===== config.mk =====
export PLATFORM = sky130hd
export DESIGN_NAME = xbus_seq
export DESIGN_NICKNAME = d
export VERILOG_FILES = /design/src/rtl/xbus_pkg.sv /design/src/rtl/xbus_timebase.sv /design/src/rtl/xbus_route.sv /design/src/rtl/xbus_seq.sv
export SDC_FILE = /design/constraint.sdc
export NUM_CORES = 1
export LEC_CHECK = 0
export CORE_AREA = 5 5 78 80
export CTS_CLUSTER_DIAMETER = 80
export DETAILED_ROUTE_END_ITERATION = 8
export DIE_AREA = 0 0 83 85
export DONT_BUFFER_PORTS = 1
export PLACE_DENSITY = 0.85
export SETUP_SLACK_MARGIN = 0.1
export SYNTH_ARGS = -nofsm -noshare
export SYNTH_HDL_FRONTEND = slang
export SYNTH_SLANG_ARGS = --single-unit

===== constraint.sdc =====
create_clock -name clk -period 3.1 [get_ports clk]
set_input_delay 0.93 -clock clk [delete_from_list [all_inputs] [get_ports clk]]
set_output_delay 0.93 -clock clk [all_outputs]
set_load 0.03 [all_outputs]

===== src/rtl/xbus_pkg.sv =====
package xbus_pkg;
  typedef enum logic [2:0] {
    K_NONE  = 3'd0,
    K_FETCH = 3'd1,
    K_RDP   = 3'd2,
    K_WRP   = 3'd3,
    K_RDI   = 3'd4,
    K_WRI   = 3'd5
  } kind_e;
endpackage


===== src/rtl/xbus_timebase.sv =====
module xbus_timebase #(
  parameter int CYC = 12,
  parameter int TW  = 4
) (
  input  logic          clk,
  input  logic          rst,
  output logic [TW-1:0] tick,
  output logic [TW-1:0] tnx,
  output logic          wrap
);
  assign wrap = (tick == TW'(CYC - 1));
  assign tnx  = wrap ? '0 : tick + 1'b1;

  // Reset parks on the last tick so the first edge after reset opens a cycle.
  always_ff @(posedge clk) begin
    if (rst) tick <= TW'(CYC - 1);
    else     tick <= tnx;
  end
endmodule


===== src/rtl/xbus_route.sv =====
module xbus_route
  import xbus_pkg::*;
#(
  parameter int AW  = 16,
  parameter int DW  = 8,
  parameter int TPS = 2,
  parameter int TW  = 4,
  parameter logic [AW-1:0] INT_LIMIT = 16'h0FFF
) (
  input  kind_e          kind,
  input  logic [AW-1:0]  addr,
  input  logic           ext_acc,
  input  logic [DW-1:0]  wdata,
  input  logic [DW-1:0]  p2_sfr,
  input  logic [TW-1:0]  tnx,
  output logic           ale_d,
  output logic           psen_n_d,
  output logic           rd_n_d,
  output logic           wr_n_d,
  output logic           oe_d,
  output logic [DW-1:0]  lo_d,
  output logic [DW-1:0]  hi_d
);
  localparam int HALF = 3 * TPS;

  logic          second;
  logic [TW-1:0] hp;
  logic [AW-1:0] faddr;
  logic          xfetch, is_data, is_wr, is_ptr;

  always_comb begin
    second  = (tnx >= TW'(HALF));
    hp      = second ? tnx - TW'(HALF) : tnx;
    faddr   = addr + {{(AW-1){1'b0}}, second};
    xfetch  = (kind == K_FETCH) && (!ext_acc || (addr > INT_LIMIT));
    is_data = (kind == K_RDP) || (kind == K_WRP) || (kind == K_RDI) || (kind == K_WRI);
    is_wr   = (kind == K_WRP) || (kind == K_WRI);
    is_ptr  = (kind == K_RDP) || (kind == K_WRP);

    // Latch strobe opens each half-cycle, minus the second one of a data cycle.
    ale_d    = (hp < TW'(TPS)) && !(is_data && second);
    psen_n_d = 1'b1;
    rd_n_d   = 1'b1;
    wr_n_d   = 1'b1;
    oe_d     = 1'b0;
    lo_d     = '1;
    hi_d     = p2_sfr;

    if (xfetch) begin
      hi_d     = faddr[AW-1 -: DW];
      lo_d     = faddr[DW-1:0];
      oe_d     = (hp < TW'(TPS));
      psen_n_d = (hp < TW'(TPS));
    end else if (is_data) begin
      hi_d = is_ptr ? addr[AW-1 -: DW] : p2_sfr;
      if (tnx < TW'(TPS)) begin
        lo_d = addr[DW-1:0];
        oe_d = 1'b1;
      end else if (is_wr) begin
        lo_d = wdata;
        oe_d = 1'b1;
      end
      rd_n_d = !(!is_wr && second);
      wr_n_d = !(is_wr && second);
    end
  end
endmodule


===== src/rtl/xbus_seq.sv =====
module xbus_seq
  import xbus_pkg::*;
#(
  parameter int AW  = 16,
  parameter int DW  = 8,
  parameter int TPS = 2,
  parameter logic [AW-1:0] INT_LIMIT = 16'h0FFF
) (
  input  logic          clk,
  input  logic          rst,
  input  logic          req_valid,
  input  logic [2:0]    req_kind,
  input  logic [AW-1:0] req_addr,
  input  logic [DW-1:0] req_wdata,
  input  logic [DW-1:0] p2_sfr,
  input  logic          ext_acc,
  input  logic [DW-1:0] ad_in,
  output logic [DW-1:0] ad_out,
  output logic [DW-1:0] ad_oe,
  output logic [DW-1:0] a_hi,
  output logic          ale,
  output logic          psen_n,
  output logic          rd_n,
  output logic          wr_n,
  output logic [DW-1:0] rdata,
  output logic          rdata_valid,
  output logic          slot_open
);
  localparam int CYC  = 6 * TPS;
  localparam int HALF = 3 * TPS;
  localparam int TW   = $clog2(CYC);

  logic [TW-1:0] tick, tnx;
  logic          wrap;

  xbus_timebase #(.CYC(CYC), .TW(TW)) u_tb (
    .clk(clk), .rst(rst), .tick(tick), .tnx(tnx), .wrap(wrap)
  );

  assign slot_open = wrap;

  kind_e         kind_in, kind_q, kind_eff;
  logic [AW-1:0] addr_q, addr_eff;
  logic [DW-1:0] wdata_q, wdata_eff;
  logic          ext_q, ext_eff;

  always_comb begin
    kind_in = K_NONE;
    if (req_valid && req_kind >= 3'd1 && req_kind <= 3'd5) kind_in = kind_e'(req_kind);
    kind_eff  = wrap ? kind_in   : kind_q;
    addr_eff  = wrap ? req_addr  : addr_q;
    wdata_eff = wrap ? req_wdata : wdata_q;
    ext_eff   = wrap ? ext_acc   : ext_q;
  end

  logic          ale_d, psen_d, rd_d, wr_d, oe_d;
  logic [DW-1:0] lo_d, hi_d;

  xbus_route #(.AW(AW), .DW(DW), .TPS(TPS), .TW(TW), .INT_LIMIT(INT_LIMIT)) u_rt (
    .kind(kind_eff), .addr(addr_eff), .ext_acc(ext_eff), .wdata(wdata_eff),
    .p2_sfr(p2_sfr), .tnx(tnx), .ale_d(ale_d), .psen_n_d(psen_d),
    .rd_n_d(rd_d), .wr_n_d(wr_d), .oe_d(oe_d), .lo_d(lo_d), .hi_d(hi_d)
  );

  logic xf_q, rdk_q, sample;
  always_comb begin
    xf_q   = (kind_q == K_FETCH) && (!ext_q || (addr_q > INT_LIMIT));
    rdk_q  = (kind_q == K_RDP) || (kind_q == K_RDI);
    sample = ((tick == TW'(HALF - 1)) && xf_q) || (wrap && (xf_q || rdk_q));
  end

  always_ff @(posedge clk) begin
    if (rst) begin
      kind_q      <= K_NONE;
      addr_q      <= '0;
      wdata_q     <= '0;
      ext_q       <= 1'b1;
      ale         <= 1'b0;
      psen_n      <= 1'b1;
      rd_n        <= 1'b1;
      wr_n        <= 1'b1;
      ad_oe       <= '0;
      ad_out      <= '1;
      a_hi        <= '0;
      rdata       <= '0;
      rdata_valid <= 1'b0;
    end else begin
      if (wrap) begin
        kind_q  <= kind_in;
        addr_q  <= req_addr;
        wdata_q <= req_wdata;
        ext_q   <= ext_acc;
      end
      ale         <= ale_d;
      psen_n      <= psen_d;
      rd_n        <= rd_d;
      wr_n        <= wr_d;
      ad_oe       <= {DW{oe_d}};
      ad_out      <= lo_d;
      a_hi        <= hi_d;
      rdata_valid <= sample;
      if (sample) rdata <= ad_in;
    end
  end

  a_r8_one_strobe: assert property (@(posedge clk) disable iff (rst)
    !(!rd_n && !wr_n));
  a_r7_psen_quiet: assert property (@(posedge clk) disable iff (rst)
    (!rd_n || !wr_n) |-> psen_n);
  a_r2_no_ale_in_xfer: assert property (@(posedge clk) disable iff (rst)
    (!rd_n || !wr_n) |-> !ale);
  a_r5_addr_phase: assert property (@(posedge clk) disable iff (rst)
    ale |-> (psen_n && rd_n && wr_n));
  a_r1_ale_width: assert property (@(posedge clk) disable iff (rst)
    $rose(ale) |=> ale);
endmodule


==> results of run 1 <==
power groups by stage:
| stage | clock (mW) | combinational (mW) | sequential (mW) |
|---|---|---|---|
| final | 0.872 | 0.537 | 0.981 |
| after global routing | 0.929 | 0.587 | 0.989 |
| after CTS | 0.889 | 0.533 | 0.981 |
| after detailed placement | 0 | 0.530 | 0.998 |
| after global placement | 0 | 0.513 | 0.996 |
| after floorplan | 0 | 0.452 | 0.977 |
layer usage:
layer	global-route usage, %	part of all wire, %	vias to the layer above
li1	-	-	1201
met1	24.9	41	1151
met2	34.9	47	103
met3	9.32	9.9	17
met4	9.51	2.1	0
met5	0	0	-
stage by stage:
stage | util, % | std cells | hold slack, ps | worst slack [ps] | cell area [sq um]
after floorplan | - | 344 | 442 | 261 | 3040
after global placement | 57.2 | 400 | 445 | 370 | 3050
after detailed placement | 57.2 | 400 | 454 | 322 | 3050
after CTS | 61.8 | 416 | 463 | 311 | 3300
after global routing | 61.8 | 416 | 491 | 112 | 3300
final | 61.8 | 416 | 458 | 279 | 3300
cells by family after synthesis:
kind of cell,share of synthesized area (%)
DFF,40.9
and+or+nand+nor,22.3
adders and majority gates,2.06
buffers and inverters,5.65
xor gates and xnor gates,2.89
muxes,12.2
AOI/OAI and AO/OA,14.0
Yosys cell counts, drive strengths merged, types with 3 or more instances:
cell    number  area [sq um]
nand2b       3          18.8
dfxtp       62          1240
inv          8          32.5
xor2         4          35.0
nor2        59           221
ha           5          62.6
clkbuf       6          22.5
o22a         3          26.3
nand4        9          56.3
nor4         3          25.0
xnor2        6          52.6
nand3       15          75.1
o211ai       5          47.5
buf         18           116
nand2       25          96.4
o21ai        5          25.0
and3         5          31.3
o22ai        4          25.0
mux2i       36           360
or3          4          30.0
a21oi       26           130
sequential cells by signal, indices dropped and copies added, names as in the netlist:
name / count
a_hi: 8
ad_oe: 1
ad_out: 8
addr_q: 16
ale: 1
ext_q: 1
kind_q: 3
psen_n: 1
rd_n: 1
rdata: 8
rdata_valid: 1
u_tb.tick: 4
wdata_q: 8
wr_n: 1
worst max path at each step:
stage / from / cells past startpoint / endpoint / slack [ps]
floorplan: u_tb.tick[0]$_SDFF_PP1_ / 13 / ad_out[7]$_SDFF_PP1_ / 260
global placement: req_addr[14] / 6 / ad_out[7]$_SDFF_PP1_ / 370
detailed placement: req_addr[14] / 6 / ad_out[7]$_SDFF_PP1_ / 320
CTS: u_tb.tick[0]$_SDFF_PP1_ / 9 / ad_out[7]$_SDFF_PP1_ / 310
global route: u_tb.tick[0]$_SDFF_PP1_ / 10 / a_hi[0]$_SDFF_PP0_ / 110
finish: u_tb.tick[0]$_SDFF_PP1_ / 9 / ad_out[7]$_SDFF_PP1_ / 280
layout make-up:
cell class | instances | area [sq um] | share of cell area, %
tap | 72 | 90.1 | 2.73
inverter | 8 | 32.5 | 0.986
multi-input combinational | 250 | 1630 | 49.3
clock buffer | 10 | 138 | 4.17
timing repair buffer | 8 | 60.1 | 1.82
clock inverter | 6 | 109 | 3.30
sequential | 62 | 1240 | 37.7
critical path, cell delays in order, from the launching register on:
cell     delay (ps)
dfxtp_1         390
ha_1            390
nor4b_1         320
nor2_1          100
nand2_1         220
ha_1            300
nand2_2         120
or3_4           370
or3_1           350
and3_1          150
==> flow_summary.toml, run 1 <==
[status]
outcome = "completed"

[logic_synthesis]
synth-edff-count = 0
syn_inst = 344
synth_area_sq_um = 3040
ys_ff_latch = 62
synth_cell_types = 53
avgSynthCellArea_sq_um = 8.82
synthFlopType = "dfxtp_1"
synthArstFlopShare_pct = 0
ys_warn_count = 0
synth-seq-area-share_pct = 40.9
syn_nets = 396

[grt]
grt-ovfl-total = 0
grt_pass1_vias = 2395
antenna_found_initial = 0
grt_util_all_layers_pct = 21.6
grt_max_degree = 47
grt_first_pass_wirelength_um = 12100

[worst_setup_path]
required_ps = 3340
reg2reg_slack_ps = 280
path_class = "flip-flop to flip-flop"
startpoint_type = "flip-flop"
crit_path_end_kind = "flip-flop"
reg2regPathDepth = 9
r2r-start = "u_tb.tick[0]$_SDFF_PP1_"
r2r-end = "ad_out[7]$_SDFF_PP1_"
worstPathMaxFanout = 8
cp.arrival_ps = 3060

[cells_and_area]
final_common_cell = "dfxtp_1"
drive_gt1_share_pct = 11.3
area_growth_pct = 8.70
layout.nets = 391
diodes = 0
most-common-layout-cells = "dfxtp_1 (61), nor2_1 (59), mux2i_1 (36), a21oi_1 (26), nand2_1 (24)"
fillCellCount = 478

[routing]
drtIter0Drc = 233
drc_errors = 0
viasPerCell = 5.94
wl_per_cell_um = 17.7
vias = 2472
ant_nets = 0
totalWireLength_um = 7350
dr.pass1.iters = 6

[pwr]
power_frac_seq_pct = 41.0
p_sw_mw = 0.751
p_clk_share_pct = 36.5
ir_drop_v = 0.000545
combPwrFrac_pct = 22.5
p_total_mw = 2.39
p_int_mw = 1.64
p_leak_nw = 1.36
switching_share_pct = 31.4
pwr_density_cell_nw_per_um2 = 724

[floorplan]
die_w_um = 83
die_y_um = 85
core_sq_um = 5340
ios = 85
start_util_pct = 56.9
dieArea_sq_um = 7060
num_rows = 27

[worst_hold_path]
worstHoldStart = "wdata_q[3]$_SDFF_PP0_"
whs_endpoint = "wdata_q[3]$_SDFF_PP0_"
hp-class = "flip-flop to flip-flop"
holdPathStages = 2

[clock_tree]
cts_tree = "built"
clock_latency_ps = 350
cts_resized = 0
cts_root_buf = "clkbuf_8"
holdBufCountCts = 0
cts-buffers-inserted = 9
htreeDepth = 3
cts_max_path_buffers = 2
postCtsSetupRepairBufs = 0
clkTransAtPathRegs_ps = 70
cts_sinks = 62

[timing]
relSlewSlack_pct = 34.2
rsz0062_at_grt = "false"
fin_crit_sh_pct = 91.0
fin_crit_ps = 2820
fin_worst_skew_ps = 11.6
max_freq_ghz = 0.354
slew_viol_final = 0
hold_viol_final = 0
setup-violations-final = 0
tightest_slew_ps = 981
setup_tns_ps = 0

[place]
gp_congestion = 0.888
io_buffers = 0
dpl.hpwl_um = 5470

[job]
cap_violations = 0
(Power assumes the default switching activity.)
==> inputs of run 2 (changes only) <==
ABC_AREA = 1   (was unset)
CORE_AREA = 5 5 80 82   (was 5 5 78 80)
CTS_CLUSTER_SIZE = 20   (was unset)
DIE_AREA = 0 0 85 87   (was 0 0 83 85)
PLACE_DENSITY = 0.75   (was 0.85)
==> flow_summary.toml, run 2 <==
[status]
outcome = "completed"

[pwr]
p_leak_nw = 1.68
pwr_density_cell_nw_per_um2 = 862
ir_drop_v = 0.000437

[clock_tree]
clkTransAtPathRegs_ps = 60
cts-buffers-inserted = 9
clock_latency_ps = 340
postCtsSetupRepairBufs = 0
cts_root_buf = "clkbuf_8"
cts_sinks = 62
cts_tree = "built"
cts_max_path_buffers = 2
htreeDepth = 3

[floorplan]
dieArea_sq_um = 7400
die_y_um = 87
start_util_pct = 57.7
core_sq_um = 5680
ios = 85
die_w_um = 85
num_rows = 28

[timing]
fin_crit_ps = 2640
hold_viol_final = 0
setup_tns_ps = 0
rsz0062_at_grt = "false"
tightest_slew_ps = 665
fin_crit_sh_pct = 85.0
relSlewSlack_pct = 55.8
max_freq_ghz = 0.379
slew_viol_final = 0
fin_worst_skew_ps = 9.02
setup-violations-final = 0

[logic_synthesis]
syn_nets = 523
synth_commonest_cells = "nand2_1 (114), inv_1 (65), nor2_1 (65)"
synth_area_sq_um = 3280
ys_ff_latch = 62
syn_inst = 471
synthArstFlopShare_pct = 0
yosysTopAreaCellShare_pct = 37.9
yosysTopAreaCell = "dfxtp_1"
ys_warn_count = 0
avgSynthCellArea_sq_um = 6.95
synthFlopType = "dfxtp_1"
yosysMostFrequentCell = "nand2_1"
synth_area_leaders = "dfxtp_1 (38%), nand2_1 (13%), inv_1 (7.4%)"
synth-seq-area-share_pct = 37.9
synth-edff-count = 0
synth_cell_types = 33

[cells_and_area]
multi_input_area_sq_um = 1610
area_growth_pct = 5.77
diodes = 0
fin_cells = 547
seq_area_sq_um = 1240
layout.nets = 519
top_register = "addr_q"
most-common-layout-cells = "nand2_1 (113), inv_1 (65), nor2_1 (65), dfxtp_1 (61), a21oi_1 (28)"
final_common_cell = "nand2_1"
largest_reg_flops = 16
drive_gt1_share_pct = 12.3
fillCellCount = 541

[routing]
drc_errors = 0
totalWireLength_um = 7670
vias = 2771
dr.pass1.iters = 4
viasPerCell = 5.07
ant_nets = 0
wl_per_cell_um = 14.0
drtIter0Drc = 135

[worst_setup_path]
reg2regPathDepth = 13
cp.arrival_ps = 1710
startpoint_type = "flip-flop"
crit_path_end_kind = "primary output"
worstPathMaxFanout = 12
required_ps = 2170
path_class = "flip-flop to primary output"

[grt]
grt_max_degree = 39
grt_pass1_vias = 2821
antenna_found_initial = 0
grt_util_all_layers_pct = 22.4
grt_first_pass_wirelength_um = 13000
grt-ovfl-total = 0

[place]
dpl.hpwl_um = 5750
io_buffers = 0
dp_cells = 531
gp_congestion = 0.883

[worst_hold_path]
hp-class = "flip-flop to flip-flop"
holdPathStages = 2

[job]
cap_violations = 0
run 2: changes by cell type in the layout (fill, tap and decap cells not counted), moves of 6 or more:
cell | before | now
nor2_1 | 59 | 65
nand3_1 | 15 | 25
nand2_1 | 24 | 113
nand2_2 | 1 | 8
mux2i_1 | 36 | 8
xnor2_1 | 6 | 0
inv_1 | 7 | 65
o21ai_0 | 5 | 27
run 2: cell families (layout without fill, tap and decap cells):
| logic type | count (synthesis) | in the layout | synth area share (%) |
|---|---|---|---|
| simple gates | 235 | 235 | 31.7 |
| buf+inv | 91 | 92 | 13.1 |
| compound gates | 67 | 67 | 12.2 |
| flops | 62 | 62 | 37.9 |
| mux | 8 | 8 | 2.44 |
| fa+ha+maj | 5 | 5 | 1.91 |
| xor+xnor | 3 | 3 | 0.802 |
run 2: repair_timing:
action                                  4_1_cts  5_1_grt
resized for setup                             0        1
hold endpoints to repair                      0        0
endpoints found under the setup margin        0        4
hold buffers                                  0        0
run 2: final timing paths:
path,to,slack (ps),startpoint
worst min-delay path,wdata_q[3]$_SDFF_PP0_,490,wdata_q[3]$_SDFF_PP0_
worst max register to register,a_hi[3]$_SDFF_PP0_,510,u_tb.tick[0]$_SDFF_PP1_
worst max-delay path,slot_open,460,u_tb.tick[0]$_SDFF_PP1_
worst min register to register,wdata_q[3]$_SDFF_PP0_,490,wdata_q[3]$_SDFF_PP0_
run 2: routing by layer:
metal  track usage (%)  part of all wire (%)
met1              26.1                    43
met3              6.72                   5.3
met4              9.21                   2.1
met5                 0                     0
met2              38.4                    50
run 2: through the flow:
stage / util (%) / total power, mW / setup slack, ps / hold WS (ps) / cell area, sq um
finish: 61.0 / 2.99 / 464 / 489 / 3460
floorplan: - / 2.10 / 660 / 455 / 3280
global route: 61.0 / 3.21 / 132 / 545 / 3460
detailed placement: 57.5 / 2.28 / 402 / 483 / 3260
global placement: 57.5 / 2.25 / 469 / 469 / 3260
CTS: 61.0 / 3.00 / 396 / 499 / 3460
run 2: cell type report:
| cell class | instances | area share, % |
|---|---|---|
| well taps | 75 | 2.71 |
| inverters | 70 | 7.58 |
| clock buffers | 12 | 4.48 |
| clock inverters | 4 | 1.30 |
| flip-flops and latches | 62 | 35.9 |
| repair buffers | 6 | 1.66 |
| multi-input cells | 318 | 46.4 |
run 2: power by group:
part,internal (mW),switching [mW]
clock network,0.411,0.308
logic,0.339,0.766
registers,0.948,0.215
total,1.70,1.29
run 2: worst max-delay path, stage by stage, from the launching register on:
cell and delay, ps:
dfxtp_1 390, ha_1 290, nand2_2 100, nor2_4 300, buf_4 270
